$ cat config.mk
export PLATFORM = sky130hd
export DESIGN_NAME = ode_euler_pe
export DESIGN_NICKNAME = d
export VERILOG_FILES = /design/src/rtl/ode_pkg.sv /design/src/rtl/ode_local_ram.sv /design/src/rtl/ode_const_rom.sv /design/src/rtl/ode_ctrl.sv /design/src/rtl/ode_datapath.sv /design/src/rtl/ode_euler_pe.sv
export SDC_FILE = /design/constraint.sdc
export NUM_CORES = 2
export LEC_CHECK = 0
export CORE_MARGIN = 2
export CORE_UTILIZATION = 60
export CTS_BUF_LIST = sky130_fd_sc_hd__clkbuf_8
export DETAILED_ROUTE_END_ITERATION = 10
export DONT_BUFFER_PORTS = 1
export PLACE_DENSITY = 0.81
export SETUP_SLACK_MARGIN = 0.05
export SLEW_MARGIN = 0
export SYNTH_ARGS = -nofsm -noshare
export SYNTH_HDL_FRONTEND = slang
export SYNTH_SLANG_ARGS = --single-unit
$ cat constraint.sdc
create_clock -name clk -period 16.66 [get_ports clk]
set_input_delay 0.833 -clock clk [delete_from_list [all_inputs] [get_ports clk]]
set_output_delay 0.833 -clock clk [all_outputs]
set_load 0.1 [all_outputs]
$ cat src/rtl/ode_pkg.sv
package ode_pkg;

  localparam int Q_W    = 32;
  localparam int Q_FRAC = 16;

  typedef logic signed [Q_W-1:0] q_t;

  localparam longint Q_MAXL = 64'sd2147483647;
  localparam longint Q_MINL = -64'sd2147483648;

  // reserved local RAM words
  localparam int ADR_FIN  = 0;
  localparam int ADR_FOUT = 1;
  localparam int ADR_PUP  = 2;
  localparam int ADR_PDN  = 3;
  localparam int ADR_V    = 4;
  localparam int ADR_F    = 5;

  // constant ROM slots
  localparam logic [1:0] ROM_CR = 2'd0;
  localparam logic [1:0] ROM_CL = 2'd1;
  localparam logic [1:0] ROM_DT = 2'd2;

  typedef enum logic [3:0] {
    ST_IDLE,
    ST_LD_FIN,
    ST_SUB_DV,
    ST_LD_PUP,
    ST_SUB_PP,
    ST_MUL_FR,
    ST_MUL_CL,
    ST_SUB_DF,
    ST_MUL_DV,
    ST_ADD_V,
    ST_MUL_DF,
    ST_ADD_F,
    ST_FIN
  } pe_state_e;

  function automatic q_t q_clip(input longint x);
    longint y;
    if (x > Q_MAXL)      y = Q_MAXL;
    else if (x < Q_MINL) y = Q_MINL;
    else                 y = x;
    return q_t'(y[Q_W-1:0]);
  endfunction

  function automatic q_t q_add(input q_t a, input q_t b);
    return q_clip(longint'(a) + longint'(b));
  endfunction

  function automatic q_t q_sub(input q_t a, input q_t b);
    return q_clip(longint'(a) - longint'(b));
  endfunction

  // arithmetic shift floors the product before clipping
  function automatic q_t q_mul(input q_t a, input q_t b);
    longint p;
    p = longint'(a) * longint'(b);
    return q_clip(p >>> Q_FRAC);
  endfunction

endpackage

$ cat src/rtl/ode_local_ram.sv
module ode_local_ram import ode_pkg::*; #(
  parameter int DEPTH = 8,
  localparam int AW = $clog2(DEPTH)
) (
  input  logic          clk,
  input  logic          rst_n,
  input  logic          we,
  input  logic [AW-1:0] waddr,
  input  q_t            wdata,
  input  logic [AW-1:0] raddr,
  output q_t            rdata
);

  q_t words [DEPTH];

  for (genvar g = 0; g < DEPTH; g++) begin : g_word
    q_t word_q;
    always_ff @(posedge clk or negedge rst_n) begin
      if (!rst_n)                      word_q <= '0;
      else if (we && waddr == AW'(g))  word_q <= wdata;
    end
    assign words[g] = word_q;
  end

  assign rdata = words[raddr];

endmodule

$ cat src/rtl/ode_const_rom.sv
module ode_const_rom import ode_pkg::*; #(
  parameter int CR_Q = 32768,
  parameter int CL_Q = 98304,
  parameter int DT_Q = 655
) (
  input  logic [1:0] idx,
  output q_t         data
);

  always_comb begin
    case (idx)
      ROM_CR:  data = q_t'(CR_Q);
      ROM_CL:  data = q_t'(CL_Q);
      ROM_DT:  data = q_t'(DT_Q);
      default: data = '0;
    endcase
  end

endmodule

$ cat src/rtl/ode_ctrl.sv
module ode_ctrl import ode_pkg::*; #(
  parameter int AW = 3
) (
  input  logic          clk,
  input  logic          rst_n,
  input  logic          start,
  output pe_state_e     st,
  output logic [AW-1:0] rd_addr,
  output logic [1:0]    rom_idx,
  output logic          core_we,
  output logic [AW-1:0] core_addr,
  output logic          step_start,
  output logic          wb_v,
  output logic          wb_f,
  output logic          busy,
  output logic          done
);

  pe_state_e nxt;

  always_comb begin
    case (st)
      ST_IDLE: nxt = start ? ST_LD_FIN : ST_IDLE;
      ST_FIN:  nxt = ST_IDLE;
      default: nxt = pe_state_e'(4'(st) + 4'd1);
    endcase
  end

  always_ff @(posedge clk or negedge rst_n) begin
    if (!rst_n) st <= ST_IDLE;
    else        st <= nxt;
  end

  always_comb begin
    case (st)
      ST_LD_FIN: rd_addr = AW'(ADR_FIN);
      ST_SUB_DV: rd_addr = AW'(ADR_FOUT);
      ST_LD_PUP: rd_addr = AW'(ADR_PUP);
      ST_SUB_PP: rd_addr = AW'(ADR_PDN);
      ST_MUL_FR: rd_addr = AW'(ADR_F);
      ST_MUL_DV: rd_addr = AW'(ADR_V);
      default:   rd_addr = AW'(ADR_FIN);
    endcase
  end

  always_comb begin
    case (st)
      ST_MUL_FR: rom_idx = ROM_CR;
      ST_MUL_CL: rom_idx = ROM_CL;
      default:   rom_idx = ROM_DT;
    endcase
  end

  assign wb_v       = (st == ST_ADD_V);
  assign wb_f       = (st == ST_ADD_F);
  assign core_we    = wb_v | wb_f;
  assign core_addr  = wb_v ? AW'(ADR_V) : AW'(ADR_F);
  assign busy       = (st != ST_IDLE);
  assign done       = (st == ST_FIN);
  assign step_start = (st == ST_IDLE) && start;

endmodule

$ cat src/rtl/ode_datapath.sv
module ode_datapath import ode_pkg::*; (
  input  logic      clk,
  input  logic      rst_n,
  input  pe_state_e st,
  input  q_t        rdata,
  input  q_t        cdata,
  output q_t        sum
);

  q_t acc_a, rate_v, p_diff, rate_f, prod, f_old, v_old;
  q_t sub_a, sub_b, sub_y;
  q_t mul_a, mul_b, mul_y;
  q_t add_a;

  // one shared subtractor
  always_comb begin
    case (st)
      ST_SUB_DF: begin sub_a = p_diff; sub_b = prod;  end
      default:   begin sub_a = acc_a;  sub_b = rdata; end
    endcase
    sub_y = q_sub(sub_a, sub_b);
  end

  // one shared multiplier
  always_comb begin
    case (st)
      ST_MUL_FR: begin mul_a = rdata; mul_b = cdata; end
      ST_MUL_CL: begin mul_a = prod;  mul_b = cdata; end
      ST_MUL_DV: begin mul_a = cdata; mul_b = rate_v; end
      default:   begin mul_a = cdata; mul_b = rate_f; end
    endcase
    mul_y = q_mul(mul_a, mul_b);
  end

  // Euler accumulate
  assign add_a = (st == ST_ADD_V) ? v_old : f_old;
  assign sum   = q_add(add_a, prod);

  always_ff @(posedge clk or negedge rst_n) begin
    if (!rst_n) begin
      acc_a  <= '0;
      rate_v <= '0;
      p_diff <= '0;
      rate_f <= '0;
      prod   <= '0;
      f_old  <= '0;
      v_old  <= '0;
    end else begin
      case (st)
        ST_LD_FIN: acc_a  <= rdata;
        ST_SUB_DV: rate_v <= sub_y;
        ST_LD_PUP: acc_a  <= rdata;
        ST_SUB_PP: p_diff <= sub_y;
        ST_MUL_FR: begin f_old <= rdata; prod <= mul_y; end
        ST_MUL_CL: prod   <= mul_y;
        ST_SUB_DF: rate_f <= sub_y;
        ST_MUL_DV: begin v_old <= rdata; prod <= mul_y; end
        ST_MUL_DF: prod   <= mul_y;
        default: ;
      endcase
    end
  end

endmodule

$ cat src/rtl/ode_euler_pe.sv
module ode_euler_pe import ode_pkg::*; #(
  parameter int NPORT     = 4,
  parameter int RAM_DEPTH = 8,
  parameter int CR_Q      = 32768,
  parameter int CL_Q      = 98304,
  parameter int DT_Q      = 655,
  localparam int SEL_W = (NPORT > 1) ? $clog2(NPORT) : 1,
  localparam int AW    = $clog2(RAM_DEPTH)
) (
  input  logic                 clk,
  input  logic                 rst_n,
  input  logic [SEL_W-1:0]     in_sel,
  input  logic [AW-1:0]        in_addr,
  input  logic                 in_we,
  input  logic [NPORT*Q_W-1:0] in_data,
  input  logic                 start,
  output logic                 busy,
  output logic                 done,
  output logic [Q_W-1:0]       v_out,
  output logic [Q_W-1:0]       f_out
);

  q_t port_w [NPORT];
  q_t sel_data;

  for (genvar p = 0; p < NPORT; p++) begin : g_port
    assign port_w[p] = q_t'(in_data[p*Q_W +: Q_W]);
  end
  assign sel_data = port_w[in_sel];

  pe_state_e       st;
  logic [AW-1:0]   rd_addr, core_addr, ram_waddr;
  logic [1:0]      rom_idx;
  logic            core_we, step_start, wb_v, wb_f, ext_acc, ram_we;
  q_t              ram_rdata, rom_data, sum, ram_wdata;

  ode_ctrl #(.AW(AW)) ctrl_i (
    .clk(clk), .rst_n(rst_n), .start(start), .st(st),
    .rd_addr(rd_addr), .rom_idx(rom_idx), .core_we(core_we),
    .core_addr(core_addr), .step_start(step_start),
    .wb_v(wb_v), .wb_f(wb_f), .busy(busy), .done(done)
  );

  assign ext_acc   = in_we && !busy;
  assign ram_we    = core_we | ext_acc;
  assign ram_waddr = core_we ? core_addr : in_addr;
  assign ram_wdata = core_we ? sum : sel_data;

  ode_local_ram #(.DEPTH(RAM_DEPTH)) ram_i (
    .clk(clk), .rst_n(rst_n), .we(ram_we), .waddr(ram_waddr),
    .wdata(ram_wdata), .raddr(rd_addr), .rdata(ram_rdata)
  );

  ode_const_rom #(.CR_Q(CR_Q), .CL_Q(CL_Q), .DT_Q(DT_Q)) rom_i (
    .idx(rom_idx), .data(rom_data)
  );

  ode_datapath dp_i (
    .clk(clk), .rst_n(rst_n), .st(st), .rdata(ram_rdata),
    .cdata(rom_data), .sum(sum)
  );

  // visible copies of the state words
  always_ff @(posedge clk or negedge rst_n) begin
    if (!rst_n) begin
      v_out <= '0;
      f_out <= '0;
    end else begin
      if (wb_v || (ext_acc && in_addr == AW'(ADR_V))) v_out <= ram_wdata;
      if (wb_f || (ext_acc && in_addr == AW'(ADR_F))) f_out <= ram_wdata;
    end
  end

endmodule

* After elaboration in Yosys (flattened, before gate mapping)
Index checks and enable logic that the tools add are counted.
** Storage, ports and cells
- Bits in registers :: 548
- Bits in latches :: 0
- Bits in writable memories :: 0
- ROM bits :: 0
- Logic and storage cells :: 103
- Memories :: 0
** Operators by class
- Add/subtract/negate cells :: 3
- Multipliers :: 1
- Divide/modulo/power cells :: 0
- Order comparisons :: 8
- Equal/unequal tests :: 23
- Shift operators :: 0
- Mux-type cells :: 25
- Bitwise logic cells :: 4
- Reductions and logical operators :: 21
** Operators with widths (count)
- $mux 32 :: 14
- $pmux 32 s2 :: 2
- $bmux 32 s3 :: 1
- $gt 33x32->1 const B :: 2
- $lt 33x32->1 const B :: 2
- $bmux 32 s2 :: 1
- $mul 32x32->64 :: 1
- $pmux 17 s3 :: 1
- $gt 48x32->1 const B :: 1
- $lt 48x32->1 const B :: 1
- $add 32x32->33 :: 1
- $sub 32x32->33 :: 1
- $eq 4x4->1 const B :: 5
- $eq 3x3->1 const B :: 6
- $eq 4x3->1 const B :: 4
- $pmux 3 s5 :: 1
- $logic_and 1x1->1 :: 11
- $eq 4x2->1 const B :: 2
- $pmux 4 s2 :: 1
- $eq 3x2->1 const B :: 2
- $add 4x1->4 const B :: 1
- $eq 4x1->1 const B :: 1
- $ge 4x4->1 const B :: 1
- $logic_not 4->1 :: 1
- 17 further kinds :: 21

* Logic depth before layout (Yosys ltp)
- Depth in word-level cells :: 11
- Mapped depth :: 40
- Gate-level depth less buffers :: 36

* Hierarchy
From an unflattened synthesis, not the netlist that was laid out.
** Second synthesis, totals
- Cell total of the unflattened synthesis :: 6625
- Area total of the unflattened synthesis :: 66702.7 um^2
** By module, submodules not included
- ode_datapath :: times used 1, cells an instance 5472, area each 49819.0 um^2, sequential area each 5605.4 um^2
- ode_local_ram :: times used 1, cells an instance 665, area each 11639.9 um^2, sequential area each 6406.1 um^2
- ode_euler_pe :: times used 1, cells an instance 411, area each 4623.2 um^2, sequential area each 1601.5 um^2
- ode_ctrl :: times used 1, cells an instance 44, area each 380.4 um^2, sequential area each 100.1 um^2
- ode_const_rom :: times used 1, cells an instance 33, area each 240.2 um^2, sequential area each 0.0 um^2

* Least setup slack after synthesis
Ideal clock, no wire load.
- Path kind :: register to register
- Start point :: register ctrl_i.st[2]
- End point :: register dp_i.prod[16]
- Library setup time :: 0.131 ns
- Data arrival time :: 9.901 ns
- Required time :: 16.529 ns
- Slack :: 6.627 ns
- Stages on the path, launching flop included :: 40
- Buffers on the path :: 6
- Cell sequence :: dfrtp_1 clkbuf_1 nor2b_1 clkbuf_1 a21oi_1 clkbuf_1 buf_1 nand3_1 nand2_1 o21ai_0 nor2_1 a21o_1 and2_1 fa_1 fa_1 fa_1 fa_1 inv_1 [... 4 more ...] fa_1 inv_1 fa_1 ha_1 clkbuf_1 a21o_1 nor4_1 o21ai_0 a221oi_1 nand2_1 o31ai_1 nor3_1 nor3_1 nand4b_1 or4_1 o41ai_4 buf_4 o22ai_2
** On the way
- Cells in the longest elaborated chain, start to end :: 11
- Elaborated cells on any way between the ends :: 26
** Ends and longest elaborated chain
- start, declared :: RTL line ode_ctrl.sv:7 : output pe_state_e st,
- start signal, assigned :: RTL line ode_ctrl.sv:31 : else st <= nxt;
- $eq 4x4->1, or another cell as far along :: RTL line ode_ctrl.sv:35, ode_datapath.sv:26, ode_datapath.sv:49
- $pmux 3 s5 :: RTL line ode_ctrl.sv:35 : case (st)
- $not 3->4 (implied by the code) :: RTL line ode_local_ram.sv:25 : assign rdata = words[raddr];
- $bmux 32 s3 :: RTL line ode_local_ram.sv:25
- $mux 32 (implied by the code) (2 in a row) :: RTL line ode_local_ram.sv:25
- $pmux 32 s2 :: RTL line ode_datapath.sv:26 : case (st)
- $mul 32x32->64 :: RTL line ode_pkg.sv:59 : p = longint'(a) * longint'(b);
- $lt 48x32->1 :: RTL line ode_pkg.sv:43 : else if (x < Q_MINL) y = Q_MINL;
- $mux 32 :: RTL line ode_pkg.sv:43
- $mux 32 :: RTL line ode_pkg.sv:42 : if (x > Q_MAXL) y = Q_MAXL;
- end signal, assigned :: RTL line ode_datapath.sv:54 : ST_MUL_FR: begin f_old <= rdata; prod <= mul_y; end
- end signal, assigned :: RTL line ode_datapath.sv:55 : ST_MUL_CL: prod <= mul_y;
- end signal, assigned :: RTL line ode_datapath.sv:57 : ST_MUL_DV: begin v_old <= rdata; prod <= mul_y; end
- end, declared :: RTL line ode_datapath.sv:10 : q_t acc_a, rate_v, p_diff, rate_f, prod, f_old, v_old;
Parallel ways exist; a longest one is shown, timed or not. The select of a mux whose other input is x is not followed.
A chain may end at the register's enable or synchronous reset.

* Final worst setup path
- Start point :: register ctrl_i.st[2]
- End point :: register dp_i.prod[6]
Same word-level chain as after synthesis.

==> flow_summary.toml <==
[global_route]
grt_antenna_before_repair = 4
grt_pass1_vias = 48600
grt_overflow = 0
grt_pass1_wl_um = 265000
grt_max_degree = 549
track_usage = 0.321

[routing]
routed_via_density = 5.65
drt_pass1_iterations = 6
via_count = 45500
first_iter_violations = 4164
drc = 0
ant_nets = 0
routed_wirelength_um = 164000
wl_per_cell_um = 20.3

[logic_synthesis]
synth_top_family_by_area = "adder cells"
syn_area_mm2 = 0.0616
synth_compound_area_frac = 0.132
ys_seq_area_frac = 0.223
synthSimpleGateAreaFrac = 0.0854
synth_mux_area_frac = 0.0618
synth_xor_area_frac = 0.0153
syn_inst = 5973
synth_fa_ha_area_frac = 0.403
synthArstFlopShare = 1.00
ys_ff_latch = 548
synth.distinct_cells = 102
ys.flop_type = "dfrtp_1"
synth_edf_count = 0
yosys_warnings = 0
avgSynthCellArea_um2 = 10.3

[setup_path]
crit_fanout = 65
end_kind = "flip-flop"
worst-r2r-cell-count = 36
cp_common_cell = "fa_1"
startpoint_type = "flip-flop"
crit_type = "reg2reg"
cp_slowest_cell = "a21oi_4"
max_stage_delay_ns = 0.84
arrival_ns = 13.92
cp.required_ns = 17.26

[floorplanning]
pin_count = 203
die_h_um = 324
fp.dieArea_mm2 = 0.105
core_area_mm2 = 0.102
core.rowCount = 117
die_w_um = 324
start_util = 0.605

[sta]
report.final.hold_viol_count = 0
rsz0062_at_grt = "no"
max_freq_mhz = 75.0
setup_tns_ns = 0
tightest_slew_ns = 1.13
slew_violations = 0
finClkSkew_ns = 0.0327
setup_viol = 0
period_share = 0.800
worst_slack_ns = 3.33
relSlewSlack = 0.237
period_minus_slack_ns = 13.33

[finish]
fillers = 7851
layout.nets = 8089
final_cell_mix = "1083 x fa_1, 1037 x inv_1, 789 x conb_1, 548 x dfrtp_1, 537 x nand2_1"
area_delta_synth_final_pct = 9.82
post-route-util = 0.665
drive_gt1_frac = 0.0818
layout_commonest_cell = "fa_1"

[clocking]
htreeDepth = 3
clk_pin_slew_ns = 0.06
cts_tree = "built"
cts_made_buffers = 88
clkLatencyLatePin_ns = 0.72
cts_buffer_depth = 3
root_buffer = "clkbuf_8"
cts_sinks = 548

[job]
drv_cap = 0

[place]
gp_congestion = 0.917
port_buffers = 0
preCtsSetupSlack_ns = 3.65
hpwlAfterDp_um = 130000

[min_path]
hold_class = "in2reg"
whs_path_depth = 2

[outcome]
outcome = "completed"
-- final timing paths --
check,startpoint,endpoint,slack [ns]
min in group asynchronous,rst_n,ram_i.g_word[5].word_q[26],0.67
max in group asynchronous,rst_n,dp_i.prod[6],13.33
setup reg to reg,ctrl_i.st[2],dp_i.prod[6],3.33
hold / removal,start,ctrl_i.st[0],0.26
setup / recovery,ctrl_i.st[2],dp_i.prod[6],3.33
hold reg to reg,dp_i.f_old[29],dp_i.f_old[29],0.47
-- area by class of cell --
| type | count | area, µm² | area share |
|---|---|---|---|
| multi-input cells | 4913 | 46100 | 0.681 |
| diodes | 4 | 10.0 | 0.000148 |
| clock buffers | 110 | 1510 | 0.0224 |
| inverters | 1017 | 3820 | 0.0565 |
| well taps | 1368 | 1710 | 0.0253 |
| clock inverters | 46 | 305 | 0.00451 |
| flip-flops and latches | 548 | 13700 | 0.203 |
| repair buffers | 53 | 493 | 0.00729 |
-- critical path, delay by kind of cell (launching register included) --
kind,cells,cell delay (ns)
XOR/XNOR,1,0.68
buffers and inverters,5,1.45
AND/OR/NAND/NOR,12,2.98
flip-flops,1,0.60
adder cells (fa/ha/maj),9,4.29
AO/OA/AOI/OAI,9,3.12
-- logic make-up (layout without fill, tap and decap cells) --
logic type      after synthesis  after routing
fa+ha+maj                  1333           1333
mux                         310            310
compound gates             1215           1215
xor+xnor                    107            107
other cells                   2            793
buf+inv                    1299           1226
simple gates               1159           1159
flops                       548            548
-- cells in the mapped netlist, types with 29 or more instances --
library cell | number | area [µm²]
a221oi_1 | 29 | 254
nor3_1 | 33 | 165
nor2_1 | 233 | 875
inv_1 | 1017 | 3820
xnor2_1 | 79 | 692
fa_1 | 1083 | 21700
nand4_1 | 47 | 294
nand3_1 | 98 | 490
mux2_2 | 240 | 2700
mux2i_1 | 38 | 380
dfrtp_1 | 548 | 13700
a31oi_1 | 65 | 407
a22o_1 | 78 | 683
ha_1 | 248 | 3100
a21oi_1 | 187 | 936
o21a_1 | 65 | 488
nor2b_1 | 32 | 200
nand2_1 | 545 | 2050
clkbuf_1 | 236 | 886
mux4_2 | 32 | 721
a22oi_1 | 69 | 518
and3_1 | 53 | 332
a211oi_1 | 74 | 556
a21o_1 | 150 | 1130
o21ai_0 | 336 | 1680
-- per-stage QoR --
stage | hold WS [ns] | instance area [µm²] | cells
2_1_floorplan | 0.442 | 64500 | 6760
3_3_place_gp | 0.452 | 65700 | 7894
3_5_place_dp | 0.460 | 65700 | 7894
4_1_cts | 0.229 | 67500 | 8051
5_1_grt | 0.288 | 67600 | 8056
6_report | 0.263 | 67600 | 8059
-- repair_timing --
| item | CTS | global route |
|---|---|---|
| buffers inserted | 0 | 0 |
| hold buffers | 1 | 1 |
| hold endpoints to repair | 548 | 22 |
| gates resized for setup | 0 | 0 |
-- layer usage --
layer / up-vias / GRT usage / part of all wire
met1: 23200 / 0.428 / 0.40
met5: - / 0 / 0
met3: 366 / 0.0459 / 0.070
met2: 1863 / 0.533 / 0.49
met4: 0 / 0.127 / 0.043
li1: 20000 / - / -
-- registers in the layout, indices dropped and copies added (netlist names) --
name,count
v_out,32
f_out,32
dp_i.p_diff,32
dp_i.acc_a,32
ctrl_i.st,4
dp_i.rate_v,32
dp_i.prod,32
ram_i.g_word.word_q,256
dp_i.rate_f,32
dp_i.v_old,32
dp_i.f_old,32
Power is not shown: default switching activity piles up to over one toggle a cycle in this logic, so the estimate is an artifact.
